**src/rtl/dac_seq_pkg.sv**
```systemverilog
package dac_seq_pkg;

    typedef enum logic [2:0] {
        ST_IDLE,
        ST_SELECT,
        ST_SHIFT,
        ST_DESELECT,
        ST_LOAD,
        ST_DONE,
        ST_CLEAR
    } seq_state_e;

    // pin image produced by the sequencer
    typedef struct packed {
        logic cs_n;
        logic sclk;
        logic sdi;
        logic ld_n;
        logic clr_n;
    } dac_pins_t;

    function automatic int unsigned max2(input int unsigned a, input int unsigned b);
        return (a > b) ? a : b;
    endfunction

    function automatic int unsigned width_for(input int unsigned n);
        int unsigned w;
        w = 1;
        while ((1 << w) <= n) w++;
        return w;
    endfunction

endpackage

```
**src/rtl/dac_seq_timer.sv**
```systemverilog
module dac_seq_timer #(
    parameter int unsigned TW = 3
) (
    input  logic          clk,
    input  logic          rst,
    input  logic          load,
    input  logic [TW-1:0] load_val,
    output logic          expired
);
    logic [TW-1:0] cnt;

    always_ff @(posedge clk) begin
        if (rst)
            cnt <= '0;
        else if (load)
            cnt <= load_val;
        else if (cnt != '0)
            cnt <= cnt - 1'b1;
    end

    assign expired = (cnt == '0);
endmodule

```
**src/rtl/dac_seq_shifter.sv**
```systemverilog
module dac_seq_shifter #(
    parameter int unsigned W = 12
) (
    input  logic         clk,
    input  logic         rst,
    input  logic         load,
    input  logic [W-1:0] word,
    input  logic         shift,
    output logic         msb,
    output logic         last
);
    import dac_seq_pkg::*;
    localparam int unsigned CW = width_for(W - 1);

    logic [W-1:0]  sreg;
    logic [CW-1:0] left;

    always_ff @(posedge clk) begin
        if (rst) begin
            sreg <= '0;
            left <= '0;
        end else if (load) begin
            sreg <= word;
            left <= CW'(W - 1);
        end else if (shift) begin
            sreg <= {sreg[W-2:0], 1'b0};
            left <= left - 1'b1;
        end
    end

    assign msb  = sreg[W-1];
    assign last = (left == '0);


    no_shift_past_lsb_chk: assert property (@(posedge clk) disable iff (rst)
        shift |-> !last);
endmodule

```
**src/rtl/dac_load_seq.sv**
```systemverilog
module dac_load_seq #(
    parameter int unsigned WORD_W     = 12,
    parameter int unsigned T_SEL      = 2,
    parameter int unsigned T_CSH      = 2,
    parameter int unsigned T_CLK_LO   = 3,
    parameter int unsigned T_CLK_HI   = 2,
    parameter int unsigned T_LD_SETUP = 2,
    parameter int unsigned T_LD_W     = 3,
    parameter int unsigned T_CLR_W    = 4
) (
    input  logic              clk,
    input  logic              rst,
    input  logic              req_valid,
    output logic              req_ready,
    input  logic [WORD_W-1:0] req_code,
    input  logic              clr_req,
    output logic              busy,
    output logic              dac_cs_n,
    output logic              dac_sclk,
    output logic              dac_sdi,
    output logic              dac_ld_n,
    output logic              dac_clr_n
);
    import dac_seq_pkg::*;

    localparam int unsigned TMAX = max2(max2(max2(T_SEL, T_CSH), max2(T_CLK_LO, T_CLK_HI)),
                                        max2(max2(T_LD_SETUP, T_LD_W), T_CLR_W));
    localparam int unsigned TW   = width_for(TMAX);

    localparam logic [TW-1:0] V_SEL = TW'(T_SEL - 1);
    localparam logic [TW-1:0] V_CSH = TW'(T_CSH - 1);
    localparam logic [TW-1:0] V_LO  = TW'(T_CLK_LO - 1);
    localparam logic [TW-1:0] V_HI  = TW'(T_CLK_HI - 1);
    localparam logic [TW-1:0] V_LDS = TW'(T_LD_SETUP - 1);
    localparam logic [TW-1:0] V_LDW = TW'(T_LD_W - 1);
    localparam logic [TW-1:0] V_CLR = TW'(T_CLR_W - 1);

    seq_state_e st, st_n;
    logic       ph, ph_n;
    logic       pend, pend_n;
    logic       tmr_ld, tmr_done;
    logic [TW-1:0] tmr_val;
    logic       sh_load, sh_shift, sh_msb, sh_last;
    logic       fire, clr_want;
    dac_pins_t  pins;

    dac_seq_timer #(.TW(TW)) u_timer (
        .clk(clk), .rst(rst), .load(tmr_ld), .load_val(tmr_val), .expired(tmr_done)
    );

    dac_seq_shifter #(.W(WORD_W)) u_shift (
        .clk(clk), .rst(rst), .load(sh_load), .word(req_code),
        .shift(sh_shift), .msb(sh_msb), .last(sh_last)
    );

    assign req_ready = (st == ST_IDLE);
    assign fire      = req_valid && req_ready;
    assign clr_want  = pend || clr_req;

    always_comb begin
        st_n     = st;
        ph_n     = ph;
        pend_n   = pend;
        tmr_ld   = 1'b0;
        tmr_val  = '0;
        sh_load  = 1'b0;
        sh_shift = 1'b0;
        unique case (st)
            ST_IDLE: begin
                if (fire) begin
                    st_n    = ST_SELECT;
                    tmr_ld  = 1'b1;
                    tmr_val = V_SEL;
                    sh_load = 1'b1;
                    pend_n  = clr_req;
                end else if (clr_req) begin
                    st_n    = ST_CLEAR;
                    tmr_ld  = 1'b1;
                    tmr_val = V_CLR;
                end
            end
            ST_SELECT: begin
                pend_n = clr_want;
                if (tmr_done) begin
                    st_n    = ST_SHIFT;
                    ph_n    = 1'b0;
                    tmr_ld  = 1'b1;
                    tmr_val = V_LO;
                end
            end
            ST_SHIFT: begin
                pend_n = clr_want;
                if (tmr_done) begin
                    tmr_ld = 1'b1;
                    if (!ph) begin
                        ph_n    = 1'b1;
                        tmr_val = V_HI;
                    end else if (sh_last) begin
                        st_n    = ST_DESELECT;
                        ph_n    = 1'b0;
                        tmr_val = V_CSH;
                    end else begin
                        ph_n     = 1'b0;
                        sh_shift = 1'b1;
                        tmr_val  = V_LO;
                    end
                end
            end
            ST_DESELECT: begin
                pend_n = clr_want;
                if (tmr_done) begin
                    st_n    = ST_LOAD;
                    ph_n    = 1'b0;
                    tmr_ld  = 1'b1;
                    tmr_val = V_LDS;
                end
            end
            ST_LOAD: begin
                pend_n = clr_want;
                if (tmr_done) begin
                    tmr_ld = 1'b1;
                    if (!ph) begin
                        ph_n    = 1'b1;
                        tmr_val = V_LDW;
                    end else begin
                        st_n    = ST_DONE;
                        ph_n    = 1'b0;
                        tmr_val = '0;
                    end
                end
            end
            ST_DONE, ST_CLEAR: begin
                if (st == ST_DONE || tmr_done) begin
                    pend_n = 1'b0;
                    if (clr_want) begin
                        st_n    = ST_CLEAR;
                        tmr_ld  = 1'b1;
                        tmr_val = V_CLR;
                    end else begin
                        st_n = ST_IDLE;
                    end
                end else begin
                    pend_n = clr_want;
                end
            end
            default: st_n = ST_IDLE;
        endcase
    end

    always_ff @(posedge clk) begin
        if (rst) begin
            st   <= ST_IDLE;
            ph   <= 1'b0;
            pend <= 1'b0;
        end else begin
            st   <= st_n;
            ph   <= ph_n;
            pend <= pend_n;
        end
    end

    always_comb begin
        pins.cs_n  = !(st == ST_SELECT || st == ST_SHIFT || st == ST_DESELECT);
        pins.sclk  = (st == ST_SHIFT) && ph;
        pins.sdi   = (st == ST_SHIFT) && sh_msb;
        pins.ld_n  = !((st == ST_LOAD) && ph);
        pins.clr_n = (st != ST_CLEAR);
    end

    assign busy      = (st != ST_IDLE);
    assign dac_cs_n  = pins.cs_n;
    assign dac_sclk  = pins.sclk;
    assign dac_sdi   = pins.sdi;
    assign dac_ld_n  = pins.ld_n;
    assign dac_clr_n = pins.clr_n;


    ld_outside_shift_chk: assert property (@(posedge clk) disable iff (rst)
        !dac_ld_n |-> (dac_cs_n && !dac_sclk));

    sclk_only_selected_chk: assert property (@(posedge clk) disable iff (rst)
        dac_sclk |-> !dac_cs_n);

    sdi_hold_while_high_chk: assert property (@(posedge clk) disable iff (rst)
        (dac_sclk && $past(dac_sclk)) |-> $stable(dac_sdi));

    busy_when_active_chk: assert property (@(posedge clk) disable iff (rst)
        (!dac_cs_n || !dac_ld_n || !dac_clr_n) |-> busy);

    clr_isolated_chk: assert property (@(posedge clk) disable iff (rst)
        !dac_clr_n |-> (dac_cs_n && dac_ld_n));

    accept_selects_chk: assert property (@(posedge clk) disable iff (rst)
        (req_valid && req_ready) |=> !dac_cs_n);
endmodule

```
**config.mk**
```make
export PLATFORM = sky130hd
export DESIGN_NAME = dac_load_seq
export DESIGN_NICKNAME = d
export VERILOG_FILES = /design/src/rtl/dac_seq_pkg.sv /design/src/rtl/dac_seq_timer.sv /design/src/rtl/dac_seq_shifter.sv /design/src/rtl/dac_load_seq.sv
export SDC_FILE = /design/constraint.sdc
export NUM_CORES = 1
export LEC_CHECK = 0
export ABC_AREA = 0
export CORE_ASPECT_RATIO = 1.5
export CORE_MARGIN = 2
export CORE_UTILIZATION = 60
export CTS_BUF_LIST = sky130_fd_sc_hd__clkbuf_8
export DETAILED_ROUTE_END_ITERATION = 12
export GPL_TIMING_DRIVEN = 0
export PLACE_DENSITY = 0.95
export SYNTH_ARGS = -nofsm -noshare
export SYNTH_HDL_FRONTEND = slang
export SYNTH_SLANG_ARGS = --single-unit
```
**constraint.sdc**
```tcl
create_clock -name clk -period 2.8 [get_ports clk]
set_input_delay 0.42 -clock clk [delete_from_list [all_inputs] [get_ports clk]]
set_output_delay 0.42 -clock clk [all_outputs]
set_load 0.005 [all_outputs]
```
==> metrics.yaml <==
worst-path-max-fanout: 10
setup_violations: 0
ys.warnings.count: 0
postRouteWirelength_mm: 3.61
power.leakage_nw: 0.668
fin_crit_ns: 2.25
port_buffers: 20
final_cell_mix: "nand2_1, dfxtp_1, nor2_1"
gp_congestion: 0.968
num_vias: 1506
core-area_um2: 2420
grt_pass1_wl_mm: 6.14
postRouteAntennaNets: 0
routed_via_density: 6.22
hold_buffers: 0
ys.flop_type: "dfxtp_1"
async_reset_ff_share_pct: 0
cts_num_sinks: 24
drt_pre_antenna_iters: 5
required_ns: 2.38
skew_ns: 0.00266
drc: 0
drv_cap: 0
final.fill_count: 193
synth_edf_count: 0
startpoint_type: "flop"
arrival_ns: 1.83
num_io_pins: 23
die_y_um: 65.2
place_hpwl_mm: 2.72
cp-end-kind: "primary output"
synth_area_um2: 1500
cts_tree: "yes"
postLayoutCoreUtil_pct: 73.0
cts-root-buf: "clkbuf_8"
synth_nets: 214
num_rows: 22
period_share_pct: 80.3
avgRoutedWirePerCell_um: 14.9
timing_worst_setup_path_type: "flop to primary output"
power_mw: 1.57
final_area_um2: 1770
synth.distinct_cells: 49
status: "finished, final reports clean"
cts_resized: 0
nets: 239
h-tree-depth: 1
avgSynthCellArea_um2: 7.68
cts_buffers: 3
synth_seq_cells: 24
path_clk_slew_ns: 0.08
rsz0062_at_grt: "false"
tns_ns: 0
worstHoldPathType: "flop to flop"
irDropWorstVdd_mv: 0.607
p_per_area_nw_per_um2: 890
max-clock-path-buffers: 2
grt_usage_pct: 27.2
die_w_um: 44.8
grt_pass1_vias: 1444
place_area_um2: 1730
hold_viol_final: 0
overflow: 0
n_antenna_cell: 0
drive_gt1_share_pct: 11.9
cts_setup_buffers: 0
yosysSeqAreaShare_pct: 32.1
synth_cells: 195
fmax_mhz: 445
antenna_found_initial: 0
slew-limit-headroom_pct: 63.8
start_util_pct: 61.8
finalMaxSlewViolations: 0
drt_iter0_drc: 76
dieArea_um2: 2920
area_growth_pct: 18.1
final_common_cell: "nand2_1"
grt_start_max_net_pins: 13
clk_latency_ns: 0.26
max_slew.worst_pin.slew_ns: 0.543
## state kept, by name, indices dropped and copies added, names as in the netlist
name	flops
u_shift.sreg	12
st	3
u_shift.left	4
pend	1
ph	1
u_timer.cnt	3
## metrics by stage
stage	std cells	setup slack (ns)	hold WS [ns]
after floorplan	195	1.08	0.448
after global placement	239	0.753	0.456
after detailed placement	239	0.760	0.460
after CTS	242	0.565	0.471
after global routing	242	0.457	0.494
final	242	0.552	0.471
## cell type report
type | instances | area [µm²] | area share [%]
Clock buffer | 3 | 41.3 | 2.33
Multi-Input combinational cell | 143 | 872 | 49.3
Buffer | 20 | 115 | 6.51
Sequential cell | 24 | 480 | 27.2
Tap cell | 24 | 30.0 | 1.70
Timing Repair Buffer | 20 | 200 | 11.3
Inverter | 8 | 30.0 | 1.70
## Yosys cell counts, drive strengths merged (2+ instances only)
master | n | area [µm²]
nand3 | 5 | 25.0
mux2i | 2 | 20.0
nor3 | 2 | 10.0
nor2 | 23 | 93.8
ha | 3 | 37.5
dfxtp | 24 | 480
a311oi | 11 | 96.3
o221ai | 2 | 17.5
a22o | 2 | 17.5
inv | 8 | 30.0
nand2 | 33 | 126
buf | 14 | 92.6
nor4 | 2 | 18.8
a211oi | 2 | 15.0
o21ai | 10 | 53.8
nor3b | 2 | 20.0
a31oi | 4 | 25.0
and3 | 2 | 12.5
clkbuf | 6 | 22.5
xnor2 | 3 | 26.3
a21oi | 13 | 68.8
o31a | 2 | 17.5
and3b | 2 | 17.5
nand2b | 3 | 26.3
nor2b | 2 | 12.5
## worst max-delay path, stage by stage (launching register included)
cell	delay (ns)
dfxtp_1	0.32
buf_2	0.24
clkbuf_1	0.35
nand2b_1	0.16
clkdlybuf4s50_1	0.49
## metal layers
layer	up-vias	wire length (µm)	global-route usage, %
li1	738	-	-
met1	683	1450	34.3
met2	74	1860	45.1
met3	11	185	2.75
met4	0	114	13.2
met5	-	0	0
## power breakdown
group / internal (mW) / total [mW] / switching (mW)
clock network: 0.0962 / 0.201 / 0.104
logic: 0.376 / 0.864 / 0.487
registers: 0.447 / 0.511 / 0.0630
total: 0.920 / 1.57 / 0.655
## worst paths after layout
kind                   startpoint              end  slack, ns  depth (start not counted)
hold / removal    u_shift.sreg[0]  u_shift.sreg[0]       0.47                          2
setup / recovery            st[2]         dac_cs_n       0.55                          4
setup reg to reg   u_timer.cnt[0]               ph       0.77                          8
hold reg to reg   u_shift.sreg[0]  u_shift.sreg[0]       0.47                          2
## logic make-up after synthesis
logic type / share of synthesized area, %
muxes: 1.34
buffers and inverters: 9.69
and+or+nand+nor: 27.3
adders and majority gates: 2.51
xor gates and xnor gates: 2.34
AOI/OAI and AO/OA: 24.7
DFF: 32.1
No activity file was read; power rests on OpenSTA's default activity.
